===== src/rtl/cd_reg_seq_pkg.sv =====
`timescale 1ns/1ps
package cd_reg_seq_pkg;
   typedef enum logic [1:0] {ST_IDLE, ST_WAIT, ST_SEND} seq_st_t;

   // generator x^4 + x + 1 (x^4 implicit)
   localparam logic [3:0] CRC_POLY = 4'b0011;

   // MSB-first CRC over the low n bits of d, zero preset
   function automatic logic [3:0] crc4_msb(input logic [15:0] d, input int n);
      logic [3:0] c;
      logic       fb;
      c = '0;
      for (int i = 15; i >= 0; i--) begin
         if (i < n) begin
            fb = c[3] ^ d[i];
            c  = {c[2:0], 1'b0};
            if (fb) c = c ^ CRC_POLY;
         end
      end
      return c;
   endfunction
endpackage


===== src/rtl/cd_reg_seq_cmd.sv =====
`timescale 1ns/1ps
module cd_reg_seq_cmd #(
   parameter int ID_W     = 3,
   parameter int ADDR_W   = 7,
   parameter int DATA_W   = 8,
   parameter int SLAVE_ID = 0,
   parameter bit INV_CRC  = 1'b1,
   localparam int HDR_N   = ID_W + ADDR_W,
   localparam int PAY_N   = 3 + DATA_W,
   localparam int WORD_W  = 2 + HDR_N + 4 + PAY_N + 4 + 1
) (
   input  logic              is_wr,
   input  logic [ADDR_W-1:0] addr,
   input  logic [DATA_W-1:0] wdata,
   output logic [WORD_W-1:0] word
);
   import cd_reg_seq_pkg::*;

   localparam logic [ID_W-1:0] ID_V = ID_W'(SLAVE_ID);

   if (HDR_N > 16 || PAY_N > 16) begin : g_bad_crc_span
      $error("CRC span exceeds 16 bits");
   end

   logic [DATA_W-1:0] data_eff;
   logic [15:0]       hdr_in, pay_in;
   logic [3:0]        crc_h_raw, crc_p_raw, crc_h, crc_p;

   assign data_eff  = is_wr ? wdata : '0;
   assign hdr_in    = 16'({ID_V, addr});
   assign pay_in    = 16'({~is_wr, is_wr, 1'b1, data_eff});
   assign crc_h_raw = crc4_msb(hdr_in, HDR_N);
   assign crc_p_raw = crc4_msb(pay_in, PAY_N);

   if (INV_CRC) begin : g_crc_inv
      assign crc_h = ~crc_h_raw;
      assign crc_p = ~crc_p_raw;
   end else begin : g_crc_true
      assign crc_h = crc_h_raw;
      assign crc_p = crc_p_raw;
   end

   // start, CTS, ID, addr, CRC, R, W, S, data, CRC, stop
   assign word = {2'b11, ID_V, addr, crc_h, ~is_wr, is_wr, 1'b1, data_eff, crc_p, 1'b0};
endmodule


===== src/rtl/cd_reg_seq_quiet.sv =====
`timescale 1ns/1ps
module cd_reg_seq_quiet #(
   parameter int PRE    = 14,
   localparam int CW    = $clog2(PRE + 1)
) (
   input  logic clk,
   input  logic rst_n,
   input  logic tick,
   input  logic clr,
   output logic met
);
   logic [CW-1:0] cnt_q;

   always_ff @(posedge clk) begin
      if (!rst_n)                           cnt_q <= '0;
      else if (clr)                         cnt_q <= '0;
      else if (tick && cnt_q != CW'(PRE))   cnt_q <= cnt_q + 1'b1;
   end

   assign met = (cnt_q == CW'(PRE));


   no_overflow_chk: assert property (@(posedge clk) disable iff (!rst_n)
      cnt_q <= CW'(PRE));


   quiet_clear_chk: assert property (@(posedge clk) disable iff (!rst_n)
      clr |=> !met);
endmodule


===== src/rtl/cd_reg_seq.sv =====
`timescale 1ns/1ps
module cd_reg_seq #(
   parameter int ID_W       = 3,
   parameter int ADDR_W     = 7,
   parameter int DATA_W     = 8,
   parameter int SLAVE_ID   = 0,
   parameter int PRE_FRAMES = 14,
   parameter int HS_LSB     = 12,
   parameter bit INV_CRC    = 1'b1
) (
   input  logic              clk,
   input  logic              rst_n,
   input  logic              frame_stb,
   input  logic              cds_in,
   input  logic              req_valid,
   input  logic              req_write,
   input  logic [ADDR_W-1:0] req_addr,
   input  logic [DATA_W-1:0] req_wdata,
   output logic              clk_idle_lvl,
   output logic              busy,
   output logic              done,
   output logic              err,
   output logic [DATA_W-1:0] rd_data
);
   import cd_reg_seq_pkg::*;

   localparam int WORD_W = 2 + ID_W + ADDR_W + 4 + 3 + DATA_W + 4 + 1;
   localparam int IDX_W  = $clog2(WORD_W);

   if (HS_LSB + 3 > WORD_W || HS_LSB < DATA_W) begin : g_bad_hs
      $error("handshake field does not fit the reply word");
   end

   seq_st_t           st_q;
   logic              wr_q, cdm_q, done_q, err_q;
   logic [ADDR_W-1:0] addr_q;
   logic [DATA_W-1:0] data_q, rd_q;
   logic [IDX_W-1:0]  idx_q;
   logic [WORD_W-1:0] sh_q, sh_nx, cmd_w;
   logic [2:0]        hs;
   logic              ack, launch, q_tick, q_met;

   cd_reg_seq_cmd #(
      .ID_W(ID_W), .ADDR_W(ADDR_W), .DATA_W(DATA_W),
      .SLAVE_ID(SLAVE_ID), .INV_CRC(INV_CRC)
   ) u_cmd (
      .is_wr(wr_q), .addr(addr_q), .wdata(data_q), .word(cmd_w)
   );

   assign launch = frame_stb && (st_q == ST_WAIT) && q_met;
   assign q_tick = frame_stb && (st_q != ST_SEND) && !launch;

   cd_reg_seq_quiet #(.PRE(PRE_FRAMES)) u_quiet (
      .clk(clk), .rst_n(rst_n), .tick(q_tick), .clr(launch), .met(q_met)
   );

   assign sh_nx = {sh_q[WORD_W-2:0], cds_in};
   assign hs    = sh_nx[HS_LSB+2:HS_LSB];
   assign ack   = wr_q ? (hs == 3'b011) : (hs == 3'b101);

   always_ff @(posedge clk) begin
      if (!rst_n) begin
         st_q   <= ST_IDLE;
         wr_q   <= 1'b0;
         addr_q <= '0;
         data_q <= '0;
         idx_q  <= '0;
         sh_q   <= '0;
         cdm_q  <= 1'b0;
         done_q <= 1'b0;
         err_q  <= 1'b0;
         rd_q   <= '0;
      end else begin
         done_q <= 1'b0;
         err_q  <= 1'b0;
         unique case (st_q)
            ST_IDLE: if (req_valid) begin
               wr_q   <= req_write;
               addr_q <= req_addr;
               data_q <= req_wdata;
               st_q   <= ST_WAIT;
            end
            ST_WAIT: if (launch) begin
               cdm_q <= cmd_w[WORD_W-1];
               idx_q <= IDX_W'(WORD_W - 1);
               sh_q  <= '0;
               st_q  <= ST_SEND;
            end
            ST_SEND: if (frame_stb) begin
               sh_q <= sh_nx;
               if (idx_q != '0) begin
                  cdm_q <= cmd_w[idx_q - 1'b1];
                  idx_q <= idx_q - 1'b1;
               end else begin
                  cdm_q  <= 1'b0;
                  st_q   <= ST_IDLE;
                  done_q <= 1'b1;
                  err_q  <= !ack;
                  if (ack && !wr_q) rd_q <= sh_nx[HS_LSB-1 -: DATA_W];
               end
            end
            default: st_q <= ST_IDLE;
         endcase
      end
   end

   assign clk_idle_lvl = ~cdm_q;
   assign busy         = (st_q != ST_IDLE);
   assign done         = done_q;
   assign err          = err_q;
   assign rd_data      = rd_q;


   bit_per_frame_chk: assert property (@(posedge clk) disable iff (!rst_n)
      !frame_stb |=> $stable(clk_idle_lvl));


   idle_high_chk: assert property (@(posedge clk) disable iff (!rst_n)
      (st_q != ST_SEND) |-> clk_idle_lvl);


   quiet_guard_chk: assert property (@(posedge clk) disable iff (!rst_n)
      (st_q == ST_WAIT && frame_stb && !q_met) |=> (st_q != ST_SEND));


   done_pulse_chk: assert property (@(posedge clk) disable iff (!rst_n)
      done |=> !done);


   err_with_done_chk: assert property (@(posedge clk) disable iff (!rst_n)
      err |-> done);


   busy_hold_chk: assert property (@(posedge clk) disable iff (!rst_n)
      (busy && req_valid) |=> ($stable(addr_q) && $stable(wr_q) && $stable(data_q)));
endmodule


===== config.mk =====
export PLATFORM = sky130hd
export DESIGN_NAME = cd_reg_seq
export DESIGN_NICKNAME = d
export VERILOG_FILES = /design/src/rtl/cd_reg_seq_pkg.sv /design/src/rtl/cd_reg_seq_cmd.sv /design/src/rtl/cd_reg_seq_quiet.sv /design/src/rtl/cd_reg_seq.sv
export SDC_FILE = /design/constraint.sdc
export NUM_CORES = 1
export LEC_CHECK = 0
export BUFFER_PORTS_ARGS = -buffer_cell sky130_fd_sc_hd__buf_2
export CORE_MARGIN = 2
export CORE_UTILIZATION = 40
export DETAILED_ROUTE_END_ITERATION = 8
export PLACE_DENSITY = 0.61
export SLEW_MARGIN = 0
export SYNTH_ARGS = -nofsm -noshare
export SYNTH_HDL_FRONTEND = slang
export SYNTH_SLANG_ARGS = --single-unit
export TNS_END_PERCENT = 1

===== constraint.sdc =====
create_clock -name clk -period 2.2 [get_ports clk]
set_clock_uncertainty 0.05 [all_clocks]
set_input_delay 0.33 -clock clk [delete_from_list [all_inputs] [get_ports clk]]
set_output_delay 0.33 -clock clk [all_outputs]
set_load 0.03 [all_outputs]

# Word-level counts from Yosys, hierarchy flattened
# Cells that the tools add are included.
dict set report word_totals {
  regBits 52
  inputBits 21
  out_inout_bits 12
}
dict set report op_classes {
  addsub 2
  order_cmp 1
  eq_ne 12
  muxes 39
  bitwise 39
  n_reduce_logical 21
}
# cell n
set op_table {}
lappend op_table {{2-to-1 mux 2 bit} 22}
lappend op_table {{inverter 2 bit} 16}
lappend op_table {{2-to-1 mux 14 bit} 2}
lappend op_table {{one-hot mux 14 bit (2 select lines)} 1}
lappend op_table {{2-to-1 mux 5 bit} 3}
lappend op_table {{!= test 2 bit, second input constant} 6}
lappend op_table {{AND reduction 4 bit} 3}
lappend op_table {{XOR 1 bit} 12}
lappend op_table {{one-hot mux 5 bit (2 select lines)} 1}
lappend op_table {{2-to-1 mux 8 bit} 1}
lappend op_table {{inverter 4 bit} 2}
lappend op_table {{logical AND 1 bit} 6}
lappend op_table {{< comparator 5 x 6 -> 1 bit, second input constant} 1}
lappend op_table {{2-to-1 mux 1 bit} 6}
lappend op_table {{inverter 1 bit} 6}
lappend op_table {{one-hot mux 2 bit (3 select lines)} 1}
lappend op_table {{AND reduction 3 bit} 2}
lappend op_table {{binary-select mux 1 bit (select 5 bit)} 1}
lappend op_table {{nonzero test 5 bit} 1}
lappend op_table {{subtractor 5 x 1 -> 5 bit, second input constant} 1}
lappend op_table {{adder 4 x 1 -> 4 bit, second input constant} 1}
lappend op_table {{== test 4 bit, second input constant} 1}
lappend op_table {{!= test 4 bit, second input constant} 1}
lappend op_table {{nonzero test 2 bit} 2}
lappend op_table {{other kinds (11)} 15}

# Logic depth before layout (Yosys ltp)
# Gate-level depths: netlist (run 1).
dict set report logic_depth {
  word_depth 27
  depth_mapped 10
  depth_no_buf 8
}

# By module
# From an unflattened synthesis (run 1), not the netlist that was laid out.
dict set report unflattened {
  hier_cells 328
  area_unflattened_um2 2783.9
}
# mod instances cells_per_inst area_each_um2
set by_module_without_submodules {}
lappend by_module_without_submodules {cd_reg_seq 1 252 2177.1}
lappend by_module_without_submodules {cd_reg_seq_cmd 1 53 396.6}
lappend by_module_without_submodules {cd_reg_seq_quiet 1 23 210.2}

# Worst setup path before layout (run 1)
# Ideal clock, no wire load.
dict set report synth_path {
  path_type {register -> register}
  startpoint {register idx_q[0]}
  endpoint {register cdm_q}
  arrival_ns 1.876
  t_required_ns 2.023
  setup_slack_ns 0.147
  stages_incl_launch_ff 9
  synth_period_minus_slack_ns 2.053
  path_cell_list {dfxtp_1 clkbuf_8 inv_1 ha_1 nand2_1 xnor2_1 or3_2 a211oi_1 o41ai_1}
}
dict set report synth_via {
  elab_chain_len 6
  word_cells_on_any_way 7
  cone_classes {1 x add/sub; 5 x mux; 1 x reduce/logical}
}
# item line_no
set synth_lines {}
lappend synth_lines {{start: declaration} cd_reg_seq.sv:38} ;# logic [IDX_W-1:0] idx_q;
lappend synth_lines {{start signal: assignment} cd_reg_seq.sv:85} ;# idx_q <= IDX_W'(WORD_W - 1);
lappend synth_lines {{start signal: assignment} cd_reg_seq.sv:93} ;# idx_q <= idx_q - 1'b1;
lappend synth_lines {{subtractor 5 x 1 -> 5 bit} cd_reg_seq.sv:92} ;# cdm_q <= cmd_w[idx_q - 1'b1];
lappend synth_lines {{binary-select mux 1 bit (select 5 bit)} cd_reg_seq.sv:92}
lappend synth_lines {{2-to-1 mux 1 bit (not written as such)} cd_reg_seq.sv:92}
lappend synth_lines {{2-to-1 mux 1 bit (*)} cd_reg_seq.sv:91} ;# if (idx_q != '0) begin
lappend synth_lines {{2-to-1 mux 1 bit (*)} cd_reg_seq.sv:89} ;# ST_SEND: if (frame_stb) begin
lappend synth_lines {{one-hot mux 1 bit (2 select lines) (*)} cd_reg_seq.sv:76} ;# unique case (st_q)
lappend synth_lines {{end signal: assignment} cd_reg_seq.sv:84} ;# cdm_q <= cmd_w[WORD_W-1];
lappend synth_lines {{end signal: assignment} cd_reg_seq.sv:92}
lappend synth_lines {{end: declaration} cd_reg_seq.sv:35} ;# logic wr_q, cdm_q, done_q, err_q;
# Every way passes the cells marked *; elsewhere a longest branch is shown, timed or not. The select of a mux whose other input is x is not followed.
# A chain may end at the register's enable or synchronous reset.

# Worst setup path in the final report (run 1)
# Ends and elaborated chain as after synthesis.

==> flow_metrics.env, run 1 <==
export IMPL_die_area_sq_um=7489
export IMPL_dr_first_iter_drc_count=94
export IMPL_vias=2162
export IMPL_seq_power_share_pct=57.5
export IMPL_crit_required_ns=2.36
export IMPL_routed_wl_um=5793
export IMPL_finalSetupViolCount=0
export IMPL_ys_types=50
export IMPL_max_cap_violations=0
export IMPL_tns_ns=0
export IMPL_dr_pass1_iters=4
export IMPL_start_kind="register"
export IMPL_synth_enable_flop_cells=0
export IMPL_p_leak_nw=1.196
export IMPL_mappedNetlistArea_sq_um=2725
export IMPL_antenna_cells=0
export IMPL_grt_pass1_wl_um=10010
export IMPL_hold_depth=3
export IMPL_hold_viol=0
export IMPL_pwr_share_clk_pct=33.0
export IMPL_synthCells=309
export IMPL_drive_gt1_share_pct=19.53
export IMPL_r2r_end="cdm_q"
export IMPL_fmax_mhz=486.1
export IMPL_numCtsBuffers=5
export IMPL_dp_slack_ns=0.03027
export IMPL_clk_pin_slew_ns=0.10
export IMPL_peakVddDrop_mv=0.3909
export IMPL_p_switching_w=0.0004572
export IMPL_hp_start="req_wdata[2]"
export IMPL_clk_latency_ns=0.32
export IMPL_fin_crit_sh_pct=93.50
export IMPL_h_tree_depth=2
export IMPL_min_period_ns=2.057
export IMPL_min_path_type="input port to register"
export IMPL_rsz0062_at_grt="no"
export IMPL_async_reset_ff_share_pct=0
export IMPL_avgRoutedWirePerCell_um=13.86
export IMPL_yosys_area_top_type="dfxtp_1"
export IMPL_p_int_w=0.001274
export IMPL_fin_area_sq_um=3032
export IMPL_swShare_pct=26.41
export IMPL_port_buffers=32
export IMPL_placed_area_sq_um=2908
export IMPL_ff2ff_setup_slack_ns=0.14
export IMPL_multiInputGateArea_sq_um=1525
export IMPL_die_h_um=86.54
export IMPL_die_w_um=86.54
export IMPL_syn_to_final_growth_pct=11.25
export IMPL_place_hpwl_um=4108
export IMPL_combPwrFrac_pct=9.5
export IMPL_seqCellArea_sq_um=1042
export IMPL_ant_nets=0
export IMPL_via_per_inst=5.172
export IMPL_yosys_top_cells_area="dfxtp_1, a21boi_0, nand2_1"
export IMPL_grt_ovfl_total=0
export IMPL_max_clock_path_buffers=2
export IMPL_core_area_sq_um=6681
export IMPL_r2r_start="idx_q[0]"
export IMPL_crit_path_end_kind="register"
export IMPL_crit_type="register to register"
export IMPL_grt_pass1_vias=2119
export IMPL_synthTopCellsByCount="nand2_1, dfxtp_1, a21boi_0"
export IMPL_ys_seq_area_share_pct=38.20
export IMPL_yosysMostFrequentCell="nand2_1"
export IMPL_arrival_ns=2.22
export IMPL_reg2regPathDepth=8
export IMPL_syn_num_nets=334
export IMPL_setup_slack_ns=0.1430
export IMPL_routabilityCongestion=0.8159
export IMPL_cts_sinks=52
export IMPL_outcome="complete, no violations"
export IMPL_min_delay_worst_endpoint="data_q[2]"
export IMPL_finalMaxSlewViolations=0
export IMPL_fillers=668
export IMPL_io_pins=33
export IMPL_tightest_slew_ns=0.6457
export IMPL_avgSynthCellArea_sq_um=8.819
export IMPL_ys_flop_type="dfxtp_1"
export IMPL_ys_seq_elements=52
export IMPL_antenna_found_initial=0
export IMPL_grt_max_degree=22
export IMPL_row_count=30
export IMPL_cts_root_buf="clkbuf_8"
export IMPL_synth_warnings=0
export IMPL_ctsHoldBuffers=0
export IMPL_relSlewSlack_pct=56.83
export IMPL_cp_startpoint="idx_q[0]"
export IMPL_nets=362
export IMPL_yosysTopAreaCellShare_pct=38.20
export IMPL_utilization_pct=45.37
export IMPL_grtUsageTotal_pct=16.79
export IMPL_crit_path_max_fanout=7
export IMPL_p_per_area_nw_per_um2=570.9
export IMPL_cts_tree="done"
export IMPL_start_util_pct=40.79
export IMPL_drc=0
-- power by group through the flow --
| stage | registers (W) | logic, W | clock network, W |
|---|---|---|---|
| finish | 0.000995 | 0.000164 | 0.000572 |
| global placement | 0.00102 | 0.000162 | 0 |
| global route | 0.00100 | 0.000188 | 0.000628 |
| CTS | 0.000995 | 0.000165 | 0.000599 |
| floorplan | 0.00100 | 0.000130 | 0 |
| detailed placement | 0.00102 | 0.000164 | 0 |
-- worst max-delay path by stage --
stage,to,cells after the start,slack (ns)
finish,cdm_q,8,0.14
detailed placement,cdm_q,7,0.03
CTS,cdm_q,7,0.01
floorplan,cdm_q,8,0.15
global route,cdm_q,8,0.001
global placement,cdm_q,7,0.11
-- flip-flops by register name, indices dropped and copies added, names as in the netlist --
name,count
sh_q,14
data_q,8
rd_data,8
addr_q,7
idx_q,5
u_quiet.cnt_q,4
st_q,2
cdm_q,1
done,1
err,1
wr_q,1
-- critical path: stages, from the launching register on --
cell	delay, ns
dfxtp_1	0.34
inv_1	0.10
ha_2	0.25
xnor2_4	0.29
nand2_1	0.13
nor3b_1	0.21
o311a_1	0.16
nor4_1	0.05
o41ai_1	0.37
-- per-layer routing --
metal | track usage (%) | wire length, um | up-vias | part of all wire (%)
li1 | - | - | 1107 | -
met1 | 21.56 | 2676 | 1022 | 46
met2 | 27.69 | 2809 | 28 | 48
met3 | 4.952 | 251 | 5 | 4.3
met4 | 4.261 | 57 | 0 | 0.98
met5 | 0 | 0 | - | 0
-- cell usage in the layout (no fill, tap or decap), types with 3 or more instances in the layout --
cell type	synthesis	final
a21oi_1	7	7
a21boi_0	31	31
nor3b_1	4	4
buf_2	0	32
xor2_1	7	7
buf_4	2	8
dfxtp_1	52	51
a211oi_1	4	4
nand2_1	60	60
clkbuf_8	3	5
o221a_2	3	3
inv_1	9	9
nor2_1	12	12
or3_1	3	3
nor2b_1	9	9
nand3_1	18	18
o21ai_0	5	5
mux2i_1	9	9
xnor2_1	17	17
-- cell type report --
class / count / share of cell area (%)
Inverter: 9 / 1.114
Multi-Input combinational cell: 228 / 50.31
Tap cell: 80 / 3.302
Clock inverter: 3 / 0.7016
Clock buffer: 5 / 2.270
Timing Repair Buffer: 41 / 7.924
Sequential cell: 52 / 34.38
-- what timing repair did --
item / 4_1_cts / 5_1_grt
buffers inserted: 0 / 2
endpoints found under the setup margin: 0 / 1
gates resized for setup: 0 / 3
-- per-stage QoR --
| stage | power [W] | hold slack, ns | instances |
|---|---|---|---|
| 2_1_floorplan | 0.001135 | 0.3912 | 309 |
| 3_3_place_gp | 0.001178 | 0.3987 | 408 |
| 3_5_place_dp | 0.001181 | 0.4073 | 408 |
| 4_1_cts | 0.001760 | 0.1885 | 416 |
| 5_1_grt | 0.001816 | 0.1978 | 418 |
| 6_report | 0.001731 | 0.1964 | 418 |
-- cell families after synthesis --
logic type / synth area share [%]
simple gates: 22.41
compound gates: 16.94
flops: 38.20
buf+inv: 6.014
xor+xnor: 9.550
mux: 5.050
fa+ha+maj: 1.837
Power figures use the tool's default switching activity.
==> inputs of run 2 (changes only) <==
--- a/config.mk
+++ b/config.mk
@@ -9,7 +9,6 @@
 export CORE_MARGIN = 2
 export CORE_UTILIZATION = 40
 export DETAILED_ROUTE_END_ITERATION = 8
-export PLACE_DENSITY = 0.61
 export SLEW_MARGIN = 0
 export SYNTH_ARGS = -nofsm -noshare
 export SYNTH_HDL_FRONTEND = slang
==> run 2 against run 1 <==
Compared with the run above:
- total power increased by 0.47%
- largest power group unchanged
- largest cell class unchanged
- worst setup slack improved by 0.016 ns
- critical endpoint unchanged
- global-route usage shrank 1.2 points
==> flow_metrics.env, run 2 (synthesized netlist as in run 1, its figures left out) <==
export IMPL_outcome="complete, no violations"
export IMPL_routabilityCongestion=0.8672
export IMPL_max_clock_path_buffers=2
export IMPL_relSlewSlack_pct=58.00
export IMPL_grt_ovfl_total=0
export IMPL_whs_ns=0.2095
export IMPL_fin_crit_sh_pct=92.75
export IMPL_tns_ns=0
export IMPL_min_period_ns=2.041
export IMPL_finalMaxSlewViolations=0
export IMPL_start_util_pct=40.79
export IMPL_clk_pin_slew_ns=0.10
export IMPL_port_buffers=32
export IMPL_final_common_cell="nand2_1"
export IMPL_multiInputGateArea_sq_um=1523
export IMPL_fin_cells=420
export IMPL_fmax_mhz=490.1
export IMPL_place_hpwl_um=3931
export IMPL_h_tree_depth=2
export IMPL_routed_wl_um=5470
export IMPL_tightest_slew_ns=0.6282
export IMPL_grtUsageTotal_pct=15.63
export IMPL_io_pins=33
export IMPL_antenna_found_initial=0
export IMPL_drive_gt1_share_pct=19.41
export IMPL_crit_required_ns=2.35
export IMPL_finalSetupViolCount=0
export IMPL_die_w_um=86.54
export IMPL_crit_path_end_kind="register"
export IMPL_min_path_type="input port to register"
export IMPL_drc=0
export IMPL_peakVddDrop_mv=0.3431
export IMPL_largest_register_ffs=14
export IMPL_grt_max_degree=24
export IMPL_p_per_area_nw_per_um2=572.6
export IMPL_vias=2138
export IMPL_hold_viol=0
export IMPL_grt_pass1_wl_um=9335
export IMPL_clk_latency_ns=0.31
export IMPL_start_kind="register"
export IMPL_syn_to_final_growth_pct=11.43
export IMPL_nets=364
export IMPL_max_cap_violations=0
export IMPL_fillers=685
export IMPL_cts_sinks=52
export IMPL_numCtsBuffers=5
export IMPL_core_area_sq_um=6681
export IMPL_dp_cells=410
export IMPL_final_cell_mix="nand2_1, dfxtp_1, buf_2"
export IMPL_rsz0062_at_grt="no"
export IMPL_crit_type="register to register"
export IMPL_cts_tree="done"
export IMPL_via_per_inst=5.090
export IMPL_row_count=30
export IMPL_avgRoutedWirePerCell_um=13.02
export IMPL_die_h_um=86.54
export IMPL_top_register="sh_q"
export IMPL_arrival_ns=2.19
export IMPL_seqCellArea_sq_um=1041
export IMPL_grt_pass1_vias=1985
export IMPL_crit_path_max_fanout=9
export IMPL_p_leak_nw=1.207
export IMPL_die_area_sq_um=7489
export IMPL_antenna_cells=0
export IMPL_dr_pass1_iters=4
export IMPL_cts_root_buf="clkbuf_8"
export IMPL_ant_nets=0
export IMPL_dr_first_iter_drc_count=85
## run 2: changes by cell type in the layout (fill, tap and decap cells not counted)
cell and delta:
dfxtp_2 -1, clkinv_4 +1, ha_2 -1, ha_1 +1, buf_4 +3, dfxtp_1 +1, buf_12 -1, clkinv_2 -1
inv_8 +1, inv_6 -1
## run 2: routing by layer
layer | wire [um] | track usage, %
met3 | 195 | 3.619
met1 | 2548 | 19.77
met2 | 2647 | 26.64
met5 | 0 | 0
met4 | 78 | 4.403
## run 2: path summary, 6_finish.rpt
check | start | slack, ns | depth (start not counted) | endpoint
setup reg to reg | idx_q[0] | 0.16 | 7 | cdm_q
hold reg to reg | sh_q[0] | 0.42 | 2 | sh_q[1]
setup / recovery | idx_q[0] | 0.16 | 7 | cdm_q
hold / removal | req_addr[4] | 0.21 | 3 | addr_q[4]
## run 2: worst max-delay path, cell delays in order (launching register included)
cell and delay, ns:
dfxtp_1 0.34, inv_1 0.10, ha_1 0.34, buf_4 0.18
o311a_1 0.32, a21oi_1 0.16, nor4_1 0.08, o41ai_1 0.37
## run 2: power breakdown
| part | internal [W] | leakage [nW] | switching [W] |
|---|---|---|---|
| Combinational | 0.0000835 | 0.738 | 0.0000778 |
| Clock | 0.000234 | 0.0463 | 0.000349 |
| Sequential | 0.000963 | 0.422 | 0.0000308 |
| Total | 0.00128 | 1.21 | 0.000458 |
## run 2: timing repair
item                       4_1_cts  5_1_grt
setup endpoints to repair        0        1
setup buffers                    0        2
hold buffers                     0        0
gates resized for setup          0        1
## run 2: final cells by class
class                   count  share of cell area (%)
repair buffers             43                   7.993
inverters                   9                   1.112
multi-input cells         228                   50.14
clock inverters             3                  0.9065
well taps                  80                   3.296
flip-flops and latches     52                   34.28
clock buffers               5                   2.266
## run 2: per-stage QoR
stage	util [%]	setup WS (ns)	instance area, sq um	power (W)
floorplan	-	0.1468	2725	0.001135
global placement	43.75	0.1858	2923	0.001179
detailed placement	43.75	0.09982	2923	0.001179
CTS	45.19	0.1062	3019	0.001771
global route	45.45	0.04250	3037	0.001827
finish	45.45	0.1594	3037	0.001739
==> inputs of run 3 (changes only) <==
--- a/config.mk
+++ b/config.mk
@@ -9,6 +9,7 @@
 export CORE_MARGIN = 2
 export CORE_UTILIZATION = 40
 export DETAILED_ROUTE_END_ITERATION = 8
+export SETUP_SLACK_MARGIN = 0.2
 export SLEW_MARGIN = 0
 export SYNTH_ARGS = -nofsm -noshare
 export SYNTH_HDL_FRONTEND = slang
==> run 3 against run 2 <==
Compared with the run above:
- sequential power about the same
- global-route usage rose by 0.11 points
- sequential cell count did not move
- combinational power rose by 2%
- maximum frequency shrank 0.83%
- critical endpoint unchanged
- critical path depth grew 1
- clock-buffer cell count grew 2
- worst setup slack got worse by 0.017 ns
- largest power group unchanged
==> flow_metrics.env, run 3 (synthesized netlist as in run 1, its figures left out) <==
export IMPL_outcome="complete, no violations"
export IMPL_final_cell_mix="nand2_1, dfxtp_1, buf_2"
export IMPL_peakVddDrop_mv=0.3285
export IMPL_cts_tree="done"
export IMPL_relSlewSlack_pct=58.56
export IMPL_ctsHoldBuffers=0
export IMPL_fmax_mhz=486.0
export IMPL_dr_first_iter_drc_count=67
export IMPL_crit_path_end_kind="register"
export IMPL_syn_to_final_growth_pct=17.77
export IMPL_min_period_ns=2.058
export IMPL_fin_crit_sh_pct=93.53
export IMPL_grt_pass1_wl_um=9501
export IMPL_max_clock_path_buffers=2
export IMPL_avgRoutedWirePerCell_um=13.88
export IMPL_largest_register_ffs=14
export IMPL_top_register="sh_q"
export IMPL_nets=369
export IMPL_antenna_cells=0
export IMPL_finalSetupViolCount=0
export IMPL_h_tree_depth=2
export IMPL_die_h_um=86.54
export IMPL_drive_gt1_share_pct=24.06
export IMPL_core_area_sq_um=6681
export IMPL_crit_path_max_fanout=6
export IMPL_row_count=30
export IMPL_die_w_um=86.54
export IMPL_port_buffers=32
export IMPL_max_cap_violations=0
export IMPL_antenna_found_initial=0
export IMPL_numCtsBuffers=5
export IMPL_place_hpwl_um=3944
export IMPL_hold_viol=0
export IMPL_placed_area_sq_um=2918
export IMPL_tns_ns=0
export IMPL_clk_latency_ns=0.30
export IMPL_p_per_area_nw_per_um2=541.2
export IMPL_routed_wl_um=5901
export IMPL_die_area_sq_um=7489
export IMPL_io_pins=33
export IMPL_grt_pass1_vias=2034
export IMPL_grt_max_degree=29
export IMPL_start_util_pct=40.79
export IMPL_min_path_type="input port to register"
export IMPL_cts_root_buf="clkbuf_8"
export IMPL_finalMaxSlewViolations=0
export IMPL_final_common_cell="nand2_1"
export IMPL_arrival_ns=2.20
export IMPL_grtUsageTotal_pct=15.74
export IMPL_fillers=658
export IMPL_cts_sinks=52
export IMPL_ant_nets=0
export IMPL_clk_pin_slew_ns=0.09
export IMPL_dr_pass1_iters=5
export IMPL_fin_area_sq_um=3209
export IMPL_crit_required_ns=2.34
export IMPL_vias=2211
export IMPL_drc=0
export IMPL_p_leak_nw=1.264
export IMPL_grt_ovfl_total=0
export IMPL_routabilityCongestion=0.9060
export IMPL_rsz0062_at_grt="yes"
export IMPL_start_kind="register"
export IMPL_via_per_inst=5.202
export IMPL_tightest_slew_ns=0.6199
export IMPL_crit_type="register to register"
run 3: cell count changes in the layout (fill, tap and decap cells not counted), sizes merged:
cell	change
buf	+4
clkinv	-1
inv	-1
clkbuf	+3
run 3: final timing paths:
kind                from   endpoint  slack, ns  cells past startpoint
max             idx_q[1]      cdm_q       0.14                      8
min          req_addr[1]  addr_q[1]       0.21                      3
max reg2reg     idx_q[1]      cdm_q       0.14                      8
min reg2reg      sh_q[0]    sh_q[1]       0.42                      2
run 3: area by class of cell:
cell class	instances	area (sq um)	area share, %
clock buffers	7	86.33	2.690
clock inverters	1	7.507	0.2339
inverters	9	36.28	1.131
multi-input cells	228	1607	50.06
flip-flops and latches	52	1047	32.63
well taps	80	100.1	3.119
repair buffers	48	325.3	10.14
run 3: repair_timing:
action / CTS / global route
cloned: 0 / 1
gates resized for setup: 8 / 18
buffers inserted: 4 / 3
pin swaps: 5 / 8
setup endpoints to repair: 1 / 2
endpoints found under the hold margin: 0 / 0
run 3: through the flow:
step / instances / utilization (%) / hold slack [ns] / power, W / setup WS (ns)
after CTS: 421 / 46.22 / 0.2118 / 0.001750 / 0.2071
after global routing: 425 / 48.03 / 0.2184 / 0.001807 / 0.07971
after global placement: 409 / 43.67 / 0.3955 / 0.001177 / 0.1654
final: 425 / 48.03 / 0.2111 / 0.001737 / 0.1424
after detailed placement: 409 / 43.67 / 0.4071 / 0.001178 / 0.07870
after floorplan: 309 / - / 0.3912 / 0.001135 / 0.2140
run 3: routing by layer:
metal	wire length [um]	share of wire, %	global-route usage (%)	vias to the layer above
met5	0	0	0	-
met4	75	1.3	4.545	0
met3	291	4.9	3.429	11
met2	2884	49	26.57	54
met1	2649	45	20.21	1022
li1	-	-	-	1124
run 3: critical path, cell delays in order (launching register included):
cell and delay, ns:
dfxtp_4 0.40, inv_4 0.05, ha_4 0.26, buf_8 0.13
nand2_1 0.07, a211oi_1 0.06, or3_2 0.45, a211oi_1 0.35
o41ai_2 0.12
run 3: power by group:
group / switching, W / total (W) / internal [W]
clock network: 0.000320 / 0.000577 / 0.000257
registers: 0.0000338 / 0.000995 / 0.000962
logic: 0.0000791 / 0.000165 / 0.0000855
total: 0.000433 / 0.00174 / 0.00130
